## src/rtl/cc_pkg.sv

```systemverilog
package cc_pkg;

    localparam int CHAR_W = 7;
    localparam int BYTE_W = 8;
    localparam logic [BYTE_W-1:0] CC_NULL_BYTE = 8'h80;

    typedef enum logic [2:0] {
        ST_IDLE,
        ST_WAIT,
        ST_RUNIN,
        ST_START,
        ST_BYTE1,
        ST_BYTE2
    } cc_state_t;

    // odd parity in bit 7: total count of ones in the byte is odd
    function automatic logic [BYTE_W-1:0] cc_pack(input logic [CHAR_W-1:0] ch);
        return {~(^ch), ch};
    endfunction

endpackage

```

## src/rtl/cc_half_timer.sv

```systemverilog
module cc_half_timer #(
    parameter int LINE_CLKS     = 1716,
    parameter int BITS_PER_LINE = 32
) (
    input  logic clk,
    input  logic rst_n,
    input  logic clear,
    input  logic run,
    output logic tick
);
    localparam int STEP = 2 * BITS_PER_LINE;
    localparam int AW   = $clog2(LINE_CLKS + STEP);

    logic [AW-1:0] acc;
    logic [AW-1:0] sum;

    always_comb begin
        sum  = acc + AW'(STEP);
        tick = run && (sum >= AW'(LINE_CLKS));
    end

    always_ff @(posedge clk or negedge rst_n) begin
        if (!rst_n) begin
            acc <= '0;
        end else if (clear) begin
            acc <= '0;
        end else if (run) begin
            acc <= tick ? (sum - AW'(LINE_CLKS)) : sum;
        end
    end

endmodule

```

## src/rtl/cc_char_bank.sv

```systemverilog
module cc_char_bank
    import cc_pkg::*;
(
    input  logic              clk,
    input  logic              rst_n,
    input  logic              wr_en,
    input  logic              wr_field,
    input  logic              wr_slot,
    input  logic [CHAR_W-1:0] wr_char,
    input  logic              arm,
    input  logic              arm_field,
    input  logic              done,
    output logic [BYTE_W-1:0] byte1,
    output logic [BYTE_W-1:0] byte2,
    output logic [1:0]        sent
);
    logic [1:0][1:0][CHAR_W-1:0] chars;

    for (genvar f = 0; f < 2; f++) begin : g_field
        logic [1:0][CHAR_W-1:0] slot_q;
        logic                   sent_q;
        logic                   armed_q;
        logic                   hit;

        assign hit = wr_en && (wr_field == 1'(f));

        always_ff @(posedge clk or negedge rst_n) begin
            if (!rst_n) begin
                slot_q  <= '0;
                sent_q  <= 1'b1;
                armed_q <= 1'b0;
            end else if (hit) begin
                slot_q[wr_slot] <= wr_char;
                sent_q          <= 1'b0;
                armed_q         <= 1'b0;
            end else begin
                if (arm && (arm_field == 1'(f)) && !sent_q) begin
                    armed_q <= 1'b1;
                end
                if (done && armed_q) begin
                    sent_q  <= 1'b1;
                    armed_q <= 1'b0;
                end
            end
        end

        assign chars[f] = slot_q;
        assign sent[f]  = sent_q;
    end

    always_comb begin
        if (sent[arm_field]) begin
            byte1 = CC_NULL_BYTE;
            byte2 = CC_NULL_BYTE;
        end else begin
            byte1 = cc_pack(chars[arm_field][0]);
            byte2 = cc_pack(chars[arm_field][1]);
        end
    end

endmodule

```

## src/rtl/cc_frame_seq.sv

```systemverilog
module cc_frame_seq
    import cc_pkg::*;
#(
    parameter int START_DLY = 260,
    parameter int RUNIN_CYC = 7
) (
    input  logic              clk,
    input  logic              rst_n,
    input  logic              trig,
    input  logic              tick,
    input  logic [BYTE_W-1:0] byte1_in,
    input  logic [BYTE_W-1:0] byte2_in,
    output logic              ready,
    output logic              timer_clear,
    output logic              timer_run,
    output logic              done,
    output logic              cap_level,
    output logic              cap_active
);
    localparam int RUNIN_END = 2 * RUNIN_CYC;
    localparam int START_END = RUNIN_END + 6;
    localparam int B1_END    = START_END + 2 * BYTE_W;
    localparam int TOTAL     = B1_END + 2 * BYTE_W;
    localparam int HC_W      = $clog2(TOTAL + 1);
    localparam int DLY_W     = $clog2(START_DLY + 1);

    cc_state_t              state, state_nx;
    logic [DLY_W-1:0]       dly;
    logic [HC_W-1:0]        hc;
    logic [2*BYTE_W-1:0]    data;
    logic [HC_W-1:0]        off;
    logic [3:0]             bsel;

    // next-state decode
    always_comb begin
        state_nx = state;
        unique case (state)
            ST_IDLE:  if (trig) state_nx = ST_WAIT;
            ST_WAIT:  if (dly == DLY_W'(START_DLY - 1)) state_nx = ST_RUNIN;
            ST_RUNIN: if (tick && hc == HC_W'(RUNIN_END - 1)) state_nx = ST_START;
            ST_START: if (tick && hc == HC_W'(START_END - 1)) state_nx = ST_BYTE1;
            ST_BYTE1: if (tick && hc == HC_W'(B1_END - 1)) state_nx = ST_BYTE2;
            ST_BYTE2: if (tick && hc == HC_W'(TOTAL - 1)) state_nx = ST_IDLE;
            default:  state_nx = ST_IDLE;
        endcase
    end

    // state register and its counters
    always_ff @(posedge clk or negedge rst_n) begin
        if (!rst_n) begin
            state <= ST_IDLE;
            dly   <= '0;
            hc    <= '0;
            data  <= '0;
        end else begin
            state <= state_nx;
            dly   <= (state == ST_WAIT) ? dly + 1'b1 : '0;
            if (state == ST_WAIT) begin
                hc <= '0;
            end else if (timer_run && tick) begin
                hc <= hc + 1'b1;
            end
            if (state == ST_IDLE && trig) begin
                data <= {byte2_in, byte1_in};
            end
        end
    end

    // outputs
    always_comb begin
        ready       = 1'b0;
        timer_clear = 1'b0;
        timer_run   = 1'b0;
        cap_level   = 1'b0;
        off         = hc - HC_W'(START_END);
        bsel        = 4'(off >> 1);
        unique case (state)
            ST_IDLE:  ready = 1'b1;
            ST_WAIT:  timer_clear = 1'b1;
            ST_RUNIN: begin
                timer_run = 1'b1;
                cap_level = ~hc[0];
            end
            ST_START: begin
                timer_run = 1'b1;
                cap_level = (hc >= HC_W'(START_END - 2));
            end
            ST_BYTE1, ST_BYTE2: begin
                timer_run = 1'b1;
                cap_level = data[bsel];
            end
            default: ;
        endcase
        cap_active = timer_run;
        done       = (state == ST_BYTE2) && tick && (hc == HC_W'(TOTAL - 1));
    end

endmodule

```

## src/rtl/cc_line21_enc.sv

```systemverilog
module cc_line21_enc
    import cc_pkg::*;
#(
    parameter int LINE_CLKS     = 1716,
    parameter int BITS_PER_LINE = 32,
    parameter int START_DLY     = 260,
    parameter int RUNIN_CYC     = 7,
    parameter int LINE_W        = 10,
    parameter int LINE_F1       = 21,
    parameter int LINE_F2       = 284
) (
    input  logic              clk,
    input  logic              rst_n,
    input  logic              h_ref,
    input  logic [LINE_W-1:0] line_num,
    input  logic [1:0]        field_en,
    input  logic              wr_en,
    input  logic              wr_field,
    input  logic              wr_slot,
    input  logic [6:0]        wr_char,
    output logic              cap_level,
    output logic              cap_active,
    output logic [1:0]        sent
);
    logic              on_f1, on_f2, ready, trig, tick;
    logic              timer_clear, timer_run, done;
    logic [BYTE_W-1:0] byte1, byte2;

    assign on_f1 = (line_num == LINE_W'(LINE_F1)) && field_en[0];
    assign on_f2 = (line_num == LINE_W'(LINE_F2)) && field_en[1];
    assign trig  = h_ref && ready && (on_f1 || on_f2);

    cc_char_bank u_bank (
        .clk       (clk),
        .rst_n     (rst_n),
        .wr_en     (wr_en),
        .wr_field  (wr_field),
        .wr_slot   (wr_slot),
        .wr_char   (wr_char),
        .arm       (trig),
        .arm_field (on_f2),
        .done      (done),
        .byte1     (byte1),
        .byte2     (byte2),
        .sent      (sent)
    );

    cc_half_timer #(
        .LINE_CLKS     (LINE_CLKS),
        .BITS_PER_LINE (BITS_PER_LINE)
    ) u_timer (
        .clk   (clk),
        .rst_n (rst_n),
        .clear (timer_clear),
        .run   (timer_run),
        .tick  (tick)
    );

    cc_frame_seq #(
        .START_DLY (START_DLY),
        .RUNIN_CYC (RUNIN_CYC)
    ) u_seq (
        .clk         (clk),
        .rst_n       (rst_n),
        .trig        (trig),
        .tick        (tick),
        .byte1_in    (byte1),
        .byte2_in    (byte2),
        .ready       (ready),
        .timer_clear (timer_clear),
        .timer_run   (timer_run),
        .done        (done),
        .cap_level   (cap_level),
        .cap_active  (cap_active)
    );

endmodule

```

## config.mk

```make
export PLATFORM = sky130hd
export DESIGN_NAME = cc_line21_enc
export DESIGN_NICKNAME = d
export VERILOG_FILES = /design/src/rtl/cc_pkg.sv /design/src/rtl/cc_half_timer.sv /design/src/rtl/cc_char_bank.sv /design/src/rtl/cc_frame_seq.sv /design/src/rtl/cc_line21_enc.sv
export SDC_FILE = /design/constraint.sdc
export NUM_CORES = 1
export LEC_CHECK = 0
export BUFFER_PORTS_ARGS = -buffer_cell sky130_fd_sc_hd__buf_2
export CAP_MARGIN = 20
export CORE_ASPECT_RATIO = 1.25
export CORE_UTILIZATION = 34
export DETAILED_ROUTE_END_ITERATION = 7
export GPL_TIMING_DRIVEN = 0
export PLACE_DENSITY = 0.59
export SYNTH_ARGS = -nofsm -noshare
export SYNTH_HDL_FRONTEND = slang
export SYNTH_SLANG_ARGS = --single-unit
```

## constraint.sdc

```tcl
create_clock -name clk -period 2.65 [get_ports clk]
set_input_delay 0.53 -clock clk [delete_from_list [all_inputs] [get_ports clk]]
set_output_delay 0.53 -clock clk [all_outputs]
set_load 0.05 [all_outputs]
```

==> results.sh <==
export IMPL_grt_use_met1_pct=17.1
export IMPL_layout_setup_ws_ps=-119
export IMPL_muxShareOfSynthArea_pct=14.0
export IMPL_slowest_delay_ps=500
export IMPL_fp_dieArea_mm2=0.0126
export IMPL_core_area_mm2=0.0117
export IMPL_yosysTopAreaCell="dfrtp_1"
export IMPL_drt_wl_total_um=8210
export IMPL_start_util_pct=35.2
export IMPL_violations="negative setup slack"
export IMPL_cts_sinks=75
export IMPL_setup_viol=1
export IMPL_first_pass_iters=4
export IMPL_relSlewSlack_pct=31.2
export IMPL_remaining_drc_errors=0
export IMPL_placed_area_mm2=0.00450
export IMPL_synth_seq_area_share_pct=45.5
export IMPL_numCtsBuffers=9
export IMPL_grt_util_met3_pct=2.91
export IMPL_grt_overflow_total=0
export IMPL_drive_gt1_share_pct=23.9
export IMPL_post_route_period_util_pct=105
export IMPL_diodes=0
export IMPL_port_buffers=28
export IMPL_vdd_ir_drop_max_v=0.000475
export IMPL_synth_edf_count=0
export IMPL_nNetsFinal=459
export IMPL_finalSetupTns_ps=-119
export IMPL_synth_main_ff_cell="dfrtp_1"
export IMPL_row_count=44
export IMPL_synth_xor_area_share_pct=8.49
export IMPL_min_period_ps=2770
export IMPL_synth_fa_ha_area_share_pct=3.64
export IMPL_start_kind="flop"
export IMPL_clockBufferDepth=2
export IMPL_path_class="flop to primary output"
export IMPL_cap_viol_max_count=0
export IMPL_drv_slew=0
export IMPL_hold_slack_ps=82.1
export IMPL_chipWidth_um=101
export IMPL_skew_ps=5.26
export IMPL_route_vias_total=2927
export IMPL_die_h_um=125
export IMPL_root_buffer="clkbuf_16"
export IMPL_tightest_slew_ps=1020
export IMPL_syn_area_per_cell_um2=10.9
export IMPL_grt_max_degree=57
export IMPL_grt_pass1_vias=3044
export IMPL_synthToLayoutAreaGrowth_pct=17.1
export IMPL_gr_max_usage_layer="met2"
export IMPL_cts_tree="yes"
export IMPL_p_leak_uw=0.00217
export IMPL_worst_ep_arrival_time_ps=2240
export IMPL_path_clk_slew_ps=60
export IMPL_synthArstFlopShare_pct=100
export IMPL_hold_class="primary input to asynchronous set/reset pin"
export IMPL_synth_top_cells_by_area="dfrtp_1 44%, mux2_2 7.6%, xnor2_1 5.7%, ha_1 3.6%, mux2i_1 3.6%"
export IMPL_path_common_cell="mux4_2"
export IMPL_grt_setup_unrepaired="true"
export IMPL_antenna_found_initial=0
export IMPL_ys_warn_count=0
export IMPL_synth_compound_area_share_pct=11.1
export IMPL_power_density_mw_per_mm2=808
export IMPL_fmaxAchievable_mhz=361
export IMPL_synthesis_area_mm2=0.00413
export IMPL_path_max_fanout=7
export IMPL_grtUsageMet2_pct=25.8
export IMPL_track_usage_pct=14.6
export IMPL_critPathCaptureType="primary output"
export IMPL_r2r_slack_ps=300
export IMPL_synth_cells=380
export IMPL_vias_per_cell=4.98
export IMPL_drtAntennaViolNets=0
export IMPL_synth_seq_cells=75
export IMPL_yosysTopAreaCellShare_pct=44.3
export IMPL_clkLatencyLatePin_ps=330
export IMPL_htree_num_levels=3
export IMPL_outcome="finished, violations left"
export IMPL_required_ps=2120
export IMPL_wl_per_cell_um=14.0
export IMPL_synth_top_family_by_area="multiplexers"
export IMPL_synth_simple_area_share_pct=13.5
export IMPL_io_pins=29
export IMPL_path_cells="buf_8, mux4_2, mux4_2, a22o_1, buf_6"
export IMPL_final_hold_viol_count=0
export IMPL_drt_iter0_drc=86
export IMPL_stdcell_area_mm2=0.00483
export IMPL_dp_hpwl_um=6030
export IMPL_ys_types=59
export IMPL_place_congestion=0.765
export IMPL_syn_num_nets=417
export IMPL_crit_slowest_cell="mux4_2"
export IMPL_grt_pass1_wl_um=14400
## per-layer routing
metal / wire length (µm) / vias to the layer above / part of all wire [%]
li1: - / 1428 / -
met1: 3490 / 1457 / 42
met2: 4400 / 33 / 54
met3: 203 / 9 / 2.5
met4: 121 / 0 / 1.5
met5: 0 / - / 0
## where the power goes
group | internal, µW | switching, µW | total (µW)
combinational | 588 | 624 | 1210
sequential | 1330 | 201 | 1530
clock | 711 | 455 | 1170
## critical path: cells and delay by family, from the launching register on
| family | cells | cell delay, ps |
|---|---|---|
| DFF | 1 | 380 |
| buffers and inverters | 2 | 300 |
| muxes | 2 | 990 |
| AOI/OAI and AO/OA | 1 | 230 |
## worst paths after layout
check | start | endpoint | cells past startpoint
worst min-delay path | rst_n | u_seq.dly[6]$_DFF_PN0_ | 1
worst min register to register | u_seq.dly[0]$_DFF_PN0_ | u_seq.dly[0]$_DFF_PN0_ | 1
min in group clk | wr_en | u_bank.g_field[1].sent_q$_DFFE_PN1P_ | 2
worst max-delay path | u_seq.hc[1]$_DFFE_PN0P_ | cap_level | 5
max in group asynchronous | rst_n | u_bank.g_field[1].sent_q$_DFFE_PN1P_ | 2
worst max register to register | u_timer.acc[6]$_DFFE_PN0P_ | u_bank.g_field[0].armed_q$_DFFE_PN0P_ | 8
## flip-flops by register name (all words and copies together) (netlist names)
| name | cells |
|---|---|
| u_bank.chars | 28 |
| u_bank.g_field.armed_q | 2 |
| u_bank.g_field.sent_q | 2 |
| u_seq.data | 16 |
| u_seq.dly | 9 |
| u_seq.hc | 6 |
| u_seq.state | 3 |
| u_timer.acc | 9 |
## Yosys cell counts (2+ instances only)
library cell   n
dfrtp_1       73
mux2_2        28
xnor2_1       27
nand2_1       26
nor2_1        25
o21ai_0       20
inv_1         15
mux2i_1       15
nand3_1       13
xor2_1        13
ha_1          12
o21ai_1       11
clkbuf_1      10
a21oi_1        7
and3_1         7
nor2b_1        6
mux4_2         5
nor3_1         5
a22o_1         4
buf_4          4
buf_2          3
nand4_1        3
a21boi_0       2
a221o_1        2
a31oi_1        2
a41oi_1        2
dfstp_2        2
nor3b_1        2
nor4bb_1       2
o211ai_1       2
o22a_1         2
o31ai_1        2
or3_1          2
## placed cells by master, fill, tap and decap left out, drive strengths merged, types with 6 or more instances in the layout
| cell type | instances |
|---|---|
| and3 | 7 |
| nor2b | 6 |
| mux2i | 15 |
| nor2 | 25 |
| o21ai | 31 |
| ha | 12 |
| xor2 | 13 |
| nand2 | 26 |
| clkbuf | 22 |
| inv | 15 |
| a21oi | 7 |
| xnor2 | 27 |
| nand3 | 14 |
| mux2 | 28 |
| buf | 41 |
| dfrtp | 73 |
## through the flow
stage	std cells	utilization, %	worst slack [ps]	power (µW)
final	588	41.2	-119	3900
after floorplan	380	-	116	2430
after global routing	588	41.2	-180	4190
after detailed placement	570	38.4	-128	2700
after CTS	588	41.1	-141	3940
after global placement	569	38.1	-113	2670
## repair_timing
| item | in CTS | in global routing |
|---|---|---|
| gates resized for setup | 7 | 3 |
| buffers inserted | 2 | 0 |
| pin swaps | 0 | 1 |
| hold buffers | 0 | 0 |
| setup endpoints to repair | 1 | 4 |
## final cells by class
class	instances	area, µm²
Clock buffer	13	270
Clock inverter	3	21.3
Multi-Input combinational cell	271	2100
Tap cell	161	201
Timing Repair Buffer	31	191
Inverter	15	56.3
Fill cell	1116	6890
Sequential cell	75	1880
Buffer	19	109
## cells by family (layout without fill, tap and decap cells)
family                     Yosys count  count (layout)
and+or+nand+nor                    104             104
buffers and inverters               34              81
adders and majority gates           12              12
xor gates and xnor gates            40              40
DFF                                 75              75
AOI/OAI and AO/OA                   67              67
muxes                               48              48
(Power assumes the default switching activity.)
